===== src/rtl/urx_pkg.sv =====
package urx_pkg;

    localparam int DATA_W        = 8;
    localparam int CELL_BYTES    = 53;
    localparam int THROTTLE_SPAN = 3;
    localparam int CNT_W         = $clog2(CELL_BYTES + 1);

    typedef logic [CNT_W-1:0]  byte_idx_t;
    typedef logic [DATA_W-1:0] byte_t;

    localparam byte_idx_t IDX_FULL = byte_idx_t'(CELL_BYTES);
    localparam byte_idx_t IDX_LAST = byte_idx_t'(CELL_BYTES - 1);

    // one byte as seen at the PHY side, after the one-cycle pipeline
    typedef struct packed {
        logic  valid;
        logic  soc;
        byte_t data;
    } rx_byte_t;

    // command from the cell tracker to the store
    typedef struct packed {
        logic  wr;
        logic  commit;
        logic  rollback;
        byte_t data;
    } store_cmd_t;

    // how the enable decision treats the next cycle
    typedef enum logic [1:0] {
        ZONE_GAP  = 2'd0,
        ZONE_OPEN = 2'd1,
        ZONE_LAST = 2'd2
    } fill_zone_e;

    // true when the next request would fetch one of the final bytes of a cell
    function automatic logic in_tail_window(input byte_idx_t got);
        return (int'(got) >= CELL_BYTES - THROTTLE_SPAN) && (int'(got) < CELL_BYTES);
    endfunction

endpackage


===== src/rtl/urx_capture.sv =====
module urx_capture
    import urx_pkg::*;
(
    input  logic     clk,
    input  logic     rst,
    input  logic     rx_enb_n,
    input  logic     rx_empty_n,
    input  byte_t    rx_data,
    input  logic     rx_soc,
    output rx_byte_t byte_o,
    output logic     inflight_o
);

    logic req_q;

    // a request is granted in the cycle where enable is low and empty is high
    assign inflight_o = ~rx_enb_n & rx_empty_n;

    always_ff @(posedge clk) begin
        if (rst) begin
            req_q <= 1'b0;
        end else begin
            req_q <= inflight_o;
        end
    end

    always_comb begin
        byte_o.valid = req_q;
        byte_o.soc   = rx_soc;
        byte_o.data  = rx_data;
    end

endmodule


===== src/rtl/urx_cell_tracker.sv =====
module urx_cell_tracker
    import urx_pkg::*;
(
    input  logic       clk,
    input  logic       rst,
    input  rx_byte_t   byte_i,
    output store_cmd_t cmd_o,
    output byte_idx_t  got_next_o,
    output logic       runt_err
);

    byte_idx_t got_q;
    logic      runt_d;

    always_comb begin
        got_next_o    = got_q;
        cmd_o         = '0;
        cmd_o.data    = byte_i.data;
        runt_d        = 1'b0;
        if (byte_i.valid) begin
            if (byte_i.soc) begin
                cmd_o.wr   = 1'b1;
                got_next_o = byte_idx_t'(1);
                if (got_q != '0 && got_q != IDX_FULL) begin
                    cmd_o.rollback = 1'b1;
                    runt_d         = 1'b1;
                end
            end else if (got_q == '0 || got_q == IDX_FULL) begin
                got_next_o = '0;
            end else begin
                cmd_o.wr   = 1'b1;
                got_next_o = got_q + 1'b1;
                if (got_q == IDX_LAST) begin
                    cmd_o.commit = 1'b1;
                end
            end
        end
    end

    always_ff @(posedge clk) begin
        if (rst) begin
            got_q    <= '0;
            runt_err <= 1'b0;
        end else begin
            got_q    <= got_next_o;
            runt_err <= runt_d;
        end
    end

    // an error pulse follows an accepted start-of-cell byte
    assert_runt_cause_R8: assert property (@(posedge clk) disable iff (rst)
        runt_err |-> $past(byte_i.valid && byte_i.soc))
        else $error("runt pulse without a start-of-cell byte");

endmodule


===== src/rtl/urx_cell_store.sv =====
module urx_cell_store
    import urx_pkg::*;
#(
    parameter  int DEPTH = 212,
    localparam int PTR_W = $clog2(DEPTH),
    localparam int OCC_W = $clog2(DEPTH + 1)
) (
    input  logic             clk,
    input  logic             rst,
    input  store_cmd_t       cmd_i,
    input  logic             out_ready,
    output byte_t            out_data,
    output logic             out_valid,
    output logic             out_sop,
    output logic             out_eop,
    output logic [OCC_W-1:0] free_next_o
);

    byte_t            mem [DEPTH];
    logic [PTR_W-1:0] spec_wp_q, commit_wp_q, rd_q;
    logic [PTR_W-1:0] spec_wp_n, commit_wp_n, wr_ptr;
    logic [OCC_W-1:0] used_q, cused_q, used_n, cused_n;
    byte_idx_t        rd_idx_q;
    logic             pop;

    function automatic logic [PTR_W-1:0] step(input logic [PTR_W-1:0] p);
        return (p == PTR_W'(DEPTH - 1)) ? '0 : p + 1'b1;
    endfunction

    assign pop       = out_ready && (cused_q != '0);
    assign out_valid = (cused_q != '0);
    assign out_data  = mem[rd_q];
    assign out_sop   = (rd_idx_q == '0);
    assign out_eop   = (rd_idx_q == IDX_LAST);

    always_comb begin
        wr_ptr      = cmd_i.rollback ? commit_wp_q : spec_wp_q;
        spec_wp_n   = cmd_i.wr ? step(wr_ptr) : spec_wp_q;
        commit_wp_n = commit_wp_q;
        cused_n     = cused_q - OCC_W'(pop);
        if (cmd_i.rollback) begin
            used_n = cused_n + OCC_W'(cmd_i.wr);
        end else begin
            used_n = used_q - OCC_W'(pop) + OCC_W'(cmd_i.wr);
        end
        if (cmd_i.commit) begin
            commit_wp_n = spec_wp_n;
            cused_n     = used_n;
        end
        free_next_o = OCC_W'(DEPTH) - used_n;
    end

    always_ff @(posedge clk) begin
        if (cmd_i.wr) begin
            mem[wr_ptr] <= cmd_i.data;
        end
    end

    always_ff @(posedge clk) begin
        if (rst) begin
            spec_wp_q   <= '0;
            commit_wp_q <= '0;
            rd_q        <= '0;
            used_q      <= '0;
            cused_q     <= '0;
            rd_idx_q    <= '0;
        end else begin
            spec_wp_q   <= spec_wp_n;
            commit_wp_q <= commit_wp_n;
            used_q      <= used_n;
            cused_q     <= cused_n;
            if (pop) begin
                rd_q     <= step(rd_q);
                rd_idx_q <= (rd_idx_q == IDX_LAST) ? '0 : rd_idx_q + 1'b1;
            end
        end
    end

    // no byte is written into a full store
    assert_no_overflow_R5: assert property (@(posedge clk) disable iff (rst)
        (cmd_i.wr && !cmd_i.rollback) |-> (used_q < OCC_W'(DEPTH)))
        else $error("write into a full store");

    // presented byte holds while the consumer stalls
    assert_out_hold_R3: assert property (@(posedge clk) disable iff (rst)
        (out_valid && !out_ready) |=> (out_valid && $stable(out_data) && $stable(out_sop) && $stable(out_eop)))
        else $error("output changed while stalled");

    // a cell's last byte is followed by a cell's first byte
    assert_cell_align_R3: assert property (@(posedge clk) disable iff (rst)
        (out_valid && out_ready && out_eop) |=> (!out_valid || out_sop))
        else $error("cell boundary lost at output");

endmodule


===== src/rtl/urx_enable_ctrl.sv =====
module urx_enable_ctrl
    import urx_pkg::*;
#(
    parameter  int DEPTH = 212,
    localparam int OCC_W = $clog2(DEPTH + 1)
) (
    input  logic             clk,
    input  logic             rst,
    input  byte_idx_t        got_next,
    input  logic             inflight_next,
    input  logic [OCC_W-1:0] free_next,
    input  logic             rx_empty_n,
    output logic             rx_enb_n
);

    fill_zone_e zone;
    int         free_i, got_i, infl_i;
    logic       back_off, grant;

    always_comb begin
        free_i = int'(free_next);
        got_i  = int'(got_next);
        infl_i = inflight_next ? 1 : 0;

        if (got_i == 0 || got_i == CELL_BYTES) begin
            zone = ZONE_GAP;
        end else if (free_i + got_i < 2 * CELL_BYTES) begin
            zone = ZONE_LAST;
        end else begin
            zone = ZONE_OPEN;
        end

        // alternate the request while the PHY is dry near the end of the last cell
        back_off = (zone == ZONE_LAST) && in_tail_window(got_next) && !rx_enb_n && !rx_empty_n;

        unique case (zone)
            ZONE_GAP:  grant = (free_i >= CELL_BYTES + infl_i);
            ZONE_LAST: grant = (got_i + infl_i < CELL_BYTES) && !back_off;
            default:   grant = 1'b1;
        endcase
    end

    always_ff @(posedge clk) begin
        if (rst) begin
            rx_enb_n <= 1'b1;
        end else begin
            rx_enb_n <= ~grant;
        end
    end

    // no request in the first cycle after reset
    assert_enb_idle_R1: assert property (@(posedge clk) disable iff (rst)
        $past(rst) |-> rx_enb_n)
        else $error("enable asserted straight out of reset");

endmodule


===== src/rtl/utopia_rx_ingress.sv =====
module utopia_rx_ingress
    import urx_pkg::*;
#(
    parameter int CELLS = 4
) (
    input  logic              clk,
    input  logic              rst,
    input  logic [DATA_W-1:0] rx_data,
    input  logic              rx_soc,
    input  logic              rx_empty_n,
    output logic              rx_enb_n,
    output logic [DATA_W-1:0] out_data,
    output logic              out_valid,
    output logic              out_sop,
    output logic              out_eop,
    input  logic              out_ready,
    output logic              runt_err
);

    localparam int DEPTH = CELLS * CELL_BYTES;
    localparam int OCC_W = $clog2(DEPTH + 1);

    rx_byte_t         cap_byte;
    logic             inflight;
    store_cmd_t       cmd;
    byte_idx_t        got_next;
    logic [OCC_W-1:0] free_next;

    urx_capture u_capture (
        .clk        (clk),
        .rst        (rst),
        .rx_enb_n   (rx_enb_n),
        .rx_empty_n (rx_empty_n),
        .rx_data    (rx_data),
        .rx_soc     (rx_soc),
        .byte_o     (cap_byte),
        .inflight_o (inflight)
    );

    urx_cell_tracker u_tracker (
        .clk        (clk),
        .rst        (rst),
        .byte_i     (cap_byte),
        .cmd_o      (cmd),
        .got_next_o (got_next),
        .runt_err   (runt_err)
    );

    urx_cell_store #(.DEPTH(DEPTH)) u_store (
        .clk         (clk),
        .rst         (rst),
        .cmd_i       (cmd),
        .out_ready   (out_ready),
        .out_data    (out_data),
        .out_valid   (out_valid),
        .out_sop     (out_sop),
        .out_eop     (out_eop),
        .free_next_o (free_next)
    );

    urx_enable_ctrl #(.DEPTH(DEPTH)) u_enable (
        .clk           (clk),
        .rst           (rst),
        .got_next      (got_next),
        .inflight_next (inflight),
        .free_next     (free_next),
        .rx_empty_n    (rx_empty_n),
        .rx_enb_n      (rx_enb_n)
    );

endmodule


===== config.mk =====
export PLATFORM = sky130hd
export DESIGN_NAME = utopia_rx_ingress
export DESIGN_NICKNAME = d
export VERILOG_FILES = /design/src/rtl/urx_pkg.sv /design/src/rtl/urx_capture.sv /design/src/rtl/urx_cell_tracker.sv /design/src/rtl/urx_cell_store.sv /design/src/rtl/urx_enable_ctrl.sv /design/src/rtl/utopia_rx_ingress.sv
export SDC_FILE = /design/constraint.sdc
export NUM_CORES = 2
export LEC_CHECK = 0
export ABC_CLOCK_PERIOD_IN_PS = 5200
export BUFFER_PORTS_ARGS = -buffer_cell sky130_fd_sc_hd__buf_2
export CORE_MARGIN = 1
export CORE_UTILIZATION = 35
export CTS_CLUSTER_SIZE = 28
export DETAILED_ROUTE_END_ITERATION = 10
export GPL_TIMING_DRIVEN = 0
export HOLD_SLACK_MARGIN = 0.1
export PLACE_DENSITY = 0.49
export SLEW_MARGIN = 15
export SYNTH_ARGS = -nofsm -noshare
export SYNTH_HDL_FRONTEND = slang
export SYNTH_HIERARCHICAL = 1
export SYNTH_SLANG_ARGS = --single-unit

===== constraint.sdc =====
create_clock -name clk -period 5.2 [get_ports clk]
set_input_delay 0.78 -clock clk [delete_from_list [all_inputs] [get_ports clk]]
set_output_delay 0.78 -clock clk [all_outputs]
set_load 0.03 [all_outputs]

# [Word level (Yosys, flattened, before mapping)]
# Memories as Yosys holds them, arrays and structs flattened. A register that Yosys moved wholly into a read port is not among the register bits.
# Cells that the tools add are included.
[word_totals] rom_bits=0 inputBits=13 n_memories=1 output_inout_bits=13 elab_cells=84 ram_bits=1696 register_bits=55 latchBits=0
[memory_table] name="u_store.mem" depth=212 width=8 read_ports=1 rd_clocked_by_memory_dff=1 wr=1 line="urx_cell_store.sv:19" text="byte_t mem [DEPTH];"
[classes] bitwise_logic=4 eq_ne=8 mul=0 n_mux=25 reduce_logical=19 div_mod_pow=0 add_sub_neg=12 magnitude_cmp=5 shift=0
[op_table] cell="8-bit 2-to-1 mux" count=8
[op_table] cell="7-bit by 32-bit adder with 32-bit output" count=1
[op_table] cell="7-bit by 32-bit adder with 32-bit output (first input constant)" count=1
[op_table] cell="9-bit by 32-bit >= comparator with 1-bit output" count=1
[op_table] cell="32-bit by 7-bit less-than comparator with 1-bit output (second input constant)" count=1
[op_table] cell="32-bit by 8-bit less-than comparator with 1-bit output (second input constant)" count=1
[op_table] cell="6-bit 2-to-1 mux" count=4
[op_table] cell="6-bit equality test (second input constant)" count=3
[op_table] cell="6-bit logical NOT" count=3
[op_table] cell="8-bit by 1-bit adder with 8-bit output" count=2
[op_table] cell="8-bit by 1-bit adder with 8-bit output (second input constant)" count=2
[op_table] cell="8-bit equality test (second input constant)" count=2
[op_table] cell="8-bit by 1-bit subtractor with 8-bit output" count=2
[op_table] cell="6-bit by 1-bit adder with 6-bit output (second input constant)" count=2
[op_table] cell="8-bit by 6-bit adder with 9-bit output" count=1
[op_table] cell="1-bit 2-to-1 mux" count=8
[op_table] cell="8-bit nonzero test" count=1
[op_table] cell="8-bit subtractor (first input constant)" count=1
[op_table] cell="1-bit logical AND" count=7
[op_table] cell="6-bit by 5-bit equality test with 1-bit output (second input constant)" count=1
[op_table] cell="6-bit >= comparator (second input constant)" count=1
[op_table] cell="6-bit less-than comparator (second input constant)" count=1
[op_table] cell="2-bit 2-to-1 mux" count=3
[op_table] cell="6-bit inequality test (second input constant)" count=1
[op_table] cell="other kinds (10)" count=15

# [Longest topological paths before layout]
[logic_depth] word_depth=20 ltp_mapped=21 mapped_depth_nobuf=21

# [By module]
# The synthesis kept the hierarchy.
[modules_own_cells] mod="urx_cell_store" area_each_um2=68283.0 n_inst=1 seq_area_each_um2=52009.9 cells_each=3332
[modules_own_cells] mod="urx_enable_ctrl" area_each_um2=550.5 n_inst=1 seq_area_each_um2=20.0 cells_each=75
[modules_own_cells] mod="urx_cell_tracker" area_each_um2=549.3 n_inst=1 seq_area_each_um2=140.1 cells_each=70
[modules_own_cells] mod="urx_capture" area_each_um2=113.9 n_inst=1 seq_area_each_um2=20.0 cells_each=13

# [Least setup slack after synthesis]
# Ideal clock, no wire load.
[synth_timing] kind="flip-flop to flip-flop" from="reg u_store.cused_q[3]" to="reg u_enable.rx_enb_n" path_stages_with_launch=21 slack_ps=480 period_less_slack_ps=4720 required_time_ps=5104 path_buffers=1 arrival_ps=4624 setup_time_ps=96 path_cell_list="dfxtp_1 > nor4_1 > nand2_1 > and2_0 > buf_1 > ha_1 > inv_1 > ha_1 > fa_1 > xnor2_1 > nor2_1 > a31oi_1 > a21o_1 > xor2_1 > ha_1 > o21a_1 > o31a_1 > nor3_1 > nand4bb_1 > a31oi_1 > o41ai_2"
[synth_between] elab_chain_cells=18 elab_cells_between_ends=22 classes_between="add/sub (6); order compare (2); eq/ne (1); mux (4); bitwise (1); reduce/logical (8)"
[synth_rtl] element="start: declaration" line="urx_cell_store.sv:22" text="logic [OCC_W-1:0] used_q, cused_q, used_n, cused_n;"
[synth_rtl] element="start signal: assignment" line="urx_cell_store.sv:71" text="cused_q <= cused_n;"
[synth_rtl] element="8-bit nonzero test (*)"
[synth_rtl] element="named net out_valid" line="utopia_rx_ingress.sv:13" text="output logic out_valid,"
[synth_rtl] element="1-bit logical AND (*)" line="urx_cell_store.sv:30" text="assign pop = out_ready && (cused_q != '0);"
[synth_rtl] element="8-bit by 1-bit subtractor with 8-bit output (on tied branches)" line="urx_cell_store.sv:44, urx_cell_store.sv:40"
[synth_rtl] element="8-bit by 1-bit adder with 8-bit output (on tied branches)" line="urx_cell_store.sv:44, urx_cell_store.sv:42"
[synth_rtl] element="8-bit 2-to-1 mux (*)" line="urx_cell_store.sv:41" text="if (cmd_i.rollback) begin"
[synth_rtl] element="8-bit subtractor (*)" line="urx_cell_store.sv:50" text="free_next_o = OCC_W'(DEPTH) - used_n;"
[synth_rtl] element="named net free_next[3]" line="utopia_rx_ingress.sv:27" text="logic [OCC_W-1:0] free_next;"
[synth_rtl] element="[... 2 more ...]"
[synth_rtl] element="2-bit 2-to-1 mux" line="urx_enable_ctrl.sv:27" text="end else if (free_i + got_i < 2 * CELL_BYTES) begin"
[synth_rtl] element="2-bit 2-to-1 mux" line="urx_enable_ctrl.sv:25" text="if (got_i == 0 || got_i == CELL_BYTES) begin"
[synth_rtl] element="2-bit equality test" line="urx_enable_ctrl.sv:34, urx_enable_ctrl.sv:36"
[synth_rtl] element="1-bit logical AND (3 in series)" line="urx_enable_ctrl.sv:34" text="back_off = (zone == ZONE_LAST) && in_tail_window(got_next) && !rx_enb_n && !rx_empty_n;"
[synth_rtl] element="1-bit logical NOT" line="urx_enable_ctrl.sv:38" text="ZONE_LAST: grant = (got_i + infl_i < CELL_BYTES) && !back_off;"
[synth_rtl] element="1-bit logical AND" line="urx_enable_ctrl.sv:38"
[synth_rtl] element="1-bit one-hot mux with 2 select lines (*)" line="urx_enable_ctrl.sv:36" text="unique case (zone)"
[synth_rtl] element="1-bit NOT (*)" line="urx_enable_ctrl.sv:47" text="rx_enb_n <= ~grant;"
[synth_rtl] element="end signal: assignment" line="urx_enable_ctrl.sv:47"
[synth_rtl] element="end: declaration" line="urx_enable_ctrl.sv:13" text="output logic rx_enb_n"
# The timed path passes the listed nets; every way through them passes the cells marked *.
# A chain may end at the register's enable or synchronous reset.

==> impl_metrics.tcl <==
set metrics [dict create \
    core_region_area_mm2 0.1972 \
    synthFlopType "edfxtp_1" \
    area_delta_synth_final_pct 17.62 \
    track_usage 0.2388 \
    final_cell_mix "edfxtp_1 (1,696), mux4_2 (419), clkbuf_16 (189)" \
    status "finished with violations" \
    dpl.hpwl_mm 157.5 \
    synth-seq-cells 1759 \
    period_needed_ns 5.264 \
    crit_arrival_ns 4.48 \
    cp_cell_sequence "buf_4 > and2_1 > clkbuf_2 > clkbuf_2 > a22oi_1 > nand3_1 > nand4_1 > a32oi_4 > buf_2" \
    whs_path_depth 2 \
    slew_headroom 0.1704 \
    endpoint "out_data[5]" \
    p_per_area_mw_per_mm2 479.9 \
    cts_root_buf "clkbuf_16" \
    cts_buffers 188 \
    layout-drive-gt1-share 0.3016 \
    required_ns 4.42 \
    synth_edf_count 1696 \
    p_leak_nw 24.55 \
    worst_path_max_delay_cell "dfxtp_2" \
    ant_nets 0 \
    placementRows 163 \
    reg2reg_to "u_store/mem[80][2]" \
    clockBufferDepth 3 \
    netlist_area_mm2 0.06950 \
    numClockSinks 1759 \
    setup_slack_ns -0.06375 \
    antenna_found_initial 9 \
    cp-start-kind "register" \
    grt_max_degree 121 \
    dr.pass1.iters 5 \
    post-route-period-util 1.012 \
    die_h_um 447.6 \
    place_inst 6173 \
    fp.dieArea_mm2 0.2003 \
    ioPinCount 26 \
    instances_no_fill 6520 \
    reg2reg_from "u_tracker/got_q[0]" \
    die_width_um 447.6 \
    synth_cell_types 74 \
    crit_fanout 10 \
    syn-instance-count 3490 \
    synth_nets 3537 \
    gp_congestion 0.8943 \
    path_clk_slew_ns 0.06 \
    seq_area_frac_synth 0.7510 \
    wl_mm 238.8 \
    worstSetupPathType "register to output pin" \
    worst_path_most_repeated_cell "clkbuf_2" \
    fin_skew_ns 0.05760 \
    max_freq_mhz 190.0 \
    r2r_slack_ns 0.15 \
    port_buffers 16 \
    avgSynthCellArea_um2 19.91 \
    grt-ovfl-total 0 \
    viasPerCell 5.796 \
    worstSkewPairLatency_ns 0.85 \
    fin_hold_ws_ns 0.2763 \
    rsz0062_at_grt "true" \
    rr_worst_depth 14 \
    placed_area_mm2 0.07373 \
    setup_viol 5 \
    nNetsFinal 3769 \
    wl_per_cell_um 36.63 \
    drc 0 \
    max-cap-violations 0 \
    final_common_cell "edfxtp_1" \
    grt_pass1_vias 36870 \
    dr.first_iter.drc_count 4778 \
    final_util 0.4145 \
    hp-class "primary input to register" \
    max_stage_delay_ns 0.50 \
    worstMarginPinSlew_ns 1.240 \
    ir_drop_uv 738.4 \
    vias 37790 \
    fin_setup_tns_ns -0.1657 \
    synth_warnings 6 \
    initial_utilization 0.3524 \
    hold_viol_final 0 \
    async_flop_share 0 \
    hold_buffers 0 \
    grt_pass1_wl_mm 321.3 \
    n_fill_cell 17410 \
    violations "negative setup slack" \
    htree_levels 4 \
    fin_area_mm2 0.08174 \
    cts_tree "built" \
    drv_slew 0 \
    endpoint_kind "output pin" \
]
==> final cells by class <==
cell class	instances	area (um^2)	share of cell area
sequential	1759	52190	0.6385
clock inverter	122	1267	0.01551
buffer	211	1783	0.02181
antenna	4	10.01	0.0001225
inverter	28	105.1	0.001286
timing repair buffer	44	785.8	0.009612
multi-input combinational	1490	17440	0.2134
tap	2640	3303	0.04041
clock buffer	222	4853	0.05937
==> metal layers <==
layer | up-vias | track usage | part of all wire
met1 | 20820 | 0.3304 | 0.41
met2 | 1758 | 0.3749 | 0.47
li1 | 14880 | - | -
met5 | - | 0 | 0
met4 | 0 | 0.09649 | 0.042
met3 | 334 | 0.04030 | 0.076
==> cell families after synthesis <==
group	count (synthesis)	synth area share
DFF	1759	0.7510
and+or+nand+nor	553	0.03565
muxes	517	0.1501
AOI/OAI and AO/OA	346	0.03529
buffers and inverters	241	0.01662
xor gates and xnor gates	40	0.005041
adders and majority gates	34	0.006337
==> power breakdown <==
part | internal [mW] | switching (mW)
Sequential | 15.6 | 0.0692
Combinational | 3.95 | 6.17
Clock | 7.69 | 5.74
Total | 27.3 | 12.0
==> repair_timing <==
| action | 4_1_cts | 5_1_grt |
|---|---|---|
| endpoints found under the hold margin | 0 | 0 |
| buffers inserted | 1 | 0 |
| resized for setup | 405 | 151 |
| pin swaps | 16 | 2 |
| setup endpoints to repair | 1287 | 1239 |
==> metrics by stage <==
stage / setup slack, ns / power, mW
6_report: -0.06375 / 39.23
4_1_cts: -0.1604 / 39.43
5_1_grt: -0.1280 / 40.36
3_5_place_dp: -1.288 / 25.56
2_1_floorplan: 0.4801 / 21.67
3_3_place_gp: -1.893 / 25.51
==> worst min-delay path by stage <==
stage                                 startpoint                      to
after global placement    u_store/commit_wp_q[3]  u_store/commit_wp_q[3]
after detailed placement  u_store/commit_wp_q[3]  u_store/commit_wp_q[3]
after floorplan           u_store/commit_wp_q[1]  u_store/commit_wp_q[1]
after CTS                             rx_empty_n         u_capture/req_q
after global routing                  rx_empty_n         u_capture/req_q
final                                 rx_empty_n         u_capture/req_q
==> worst max-delay path, delay by kind of cell (launching register included) <==
family | cells | cell delay (ns)
flops | 1 | 0.50
simple gates | 3 | 0.88
compound gates | 2 | 0.64
buf+inv | 4 | 1.58
==> synthesized netlist by cell type (5+ instances only) <==
library cell,n,area share
and2_1,7,0.00063
nor2_1,296,0.016
inv_1,28,0.0015
nand3_1,51,0.0037
a22oi_1,123,0.013
a211oi_1,38,0.0041
o221ai_1,6,0.00076
nor3_1,15,0.0011
xor2_1,19,0.0024
buf_2,53,0.0038
buf_4,45,0.0049
dfxtp_1,63,0.018
edfxtp_1,1696,0.73
mux2i_1,89,0.013
buf_1,10,0.00054
nand4_1,14,0.0013
a31oi_1,18,0.0016
nand2_1,86,0.0046
o21ai_0,15,0.0011
o211ai_1,7,0.00076
nand2b_1,15,0.0014
xnor2_1,21,0.0026
ha_1,32,0.0058
clkbuf_1,103,0.0056
nor3b_1,5,0.00054
o31a_1,5,0.00063
a21oi_1,60,0.0043
or2_2,5,0.00045
mux4_2,419,0.14
a21o_1,6,0.00065
a311oi_1,8,0.0010
mux2_2,8,0.0013
nor2b_1,33,0.0030
nor4_1,6,0.00054
o21a_1,5,0.00054
o22ai_1,23,0.0021
==> flip-flops by register name, summed over array words and instances, names as in the netlist, named ones only <==
name and count:
u_capture/req_q 1, u_enable/rx_enb_n 1, u_store/commit_wp_q 8, u_store/cused_q 8, u_store/mem 1696, u_store/rd_idx_q 6
u_store/rd_q 8, u_store/spec_wp_q 8, u_store/used_q 8, u_tracker/got_q 6, u_tracker/runt_err 1
No activity file was read; power rests on OpenSTA's default activity.
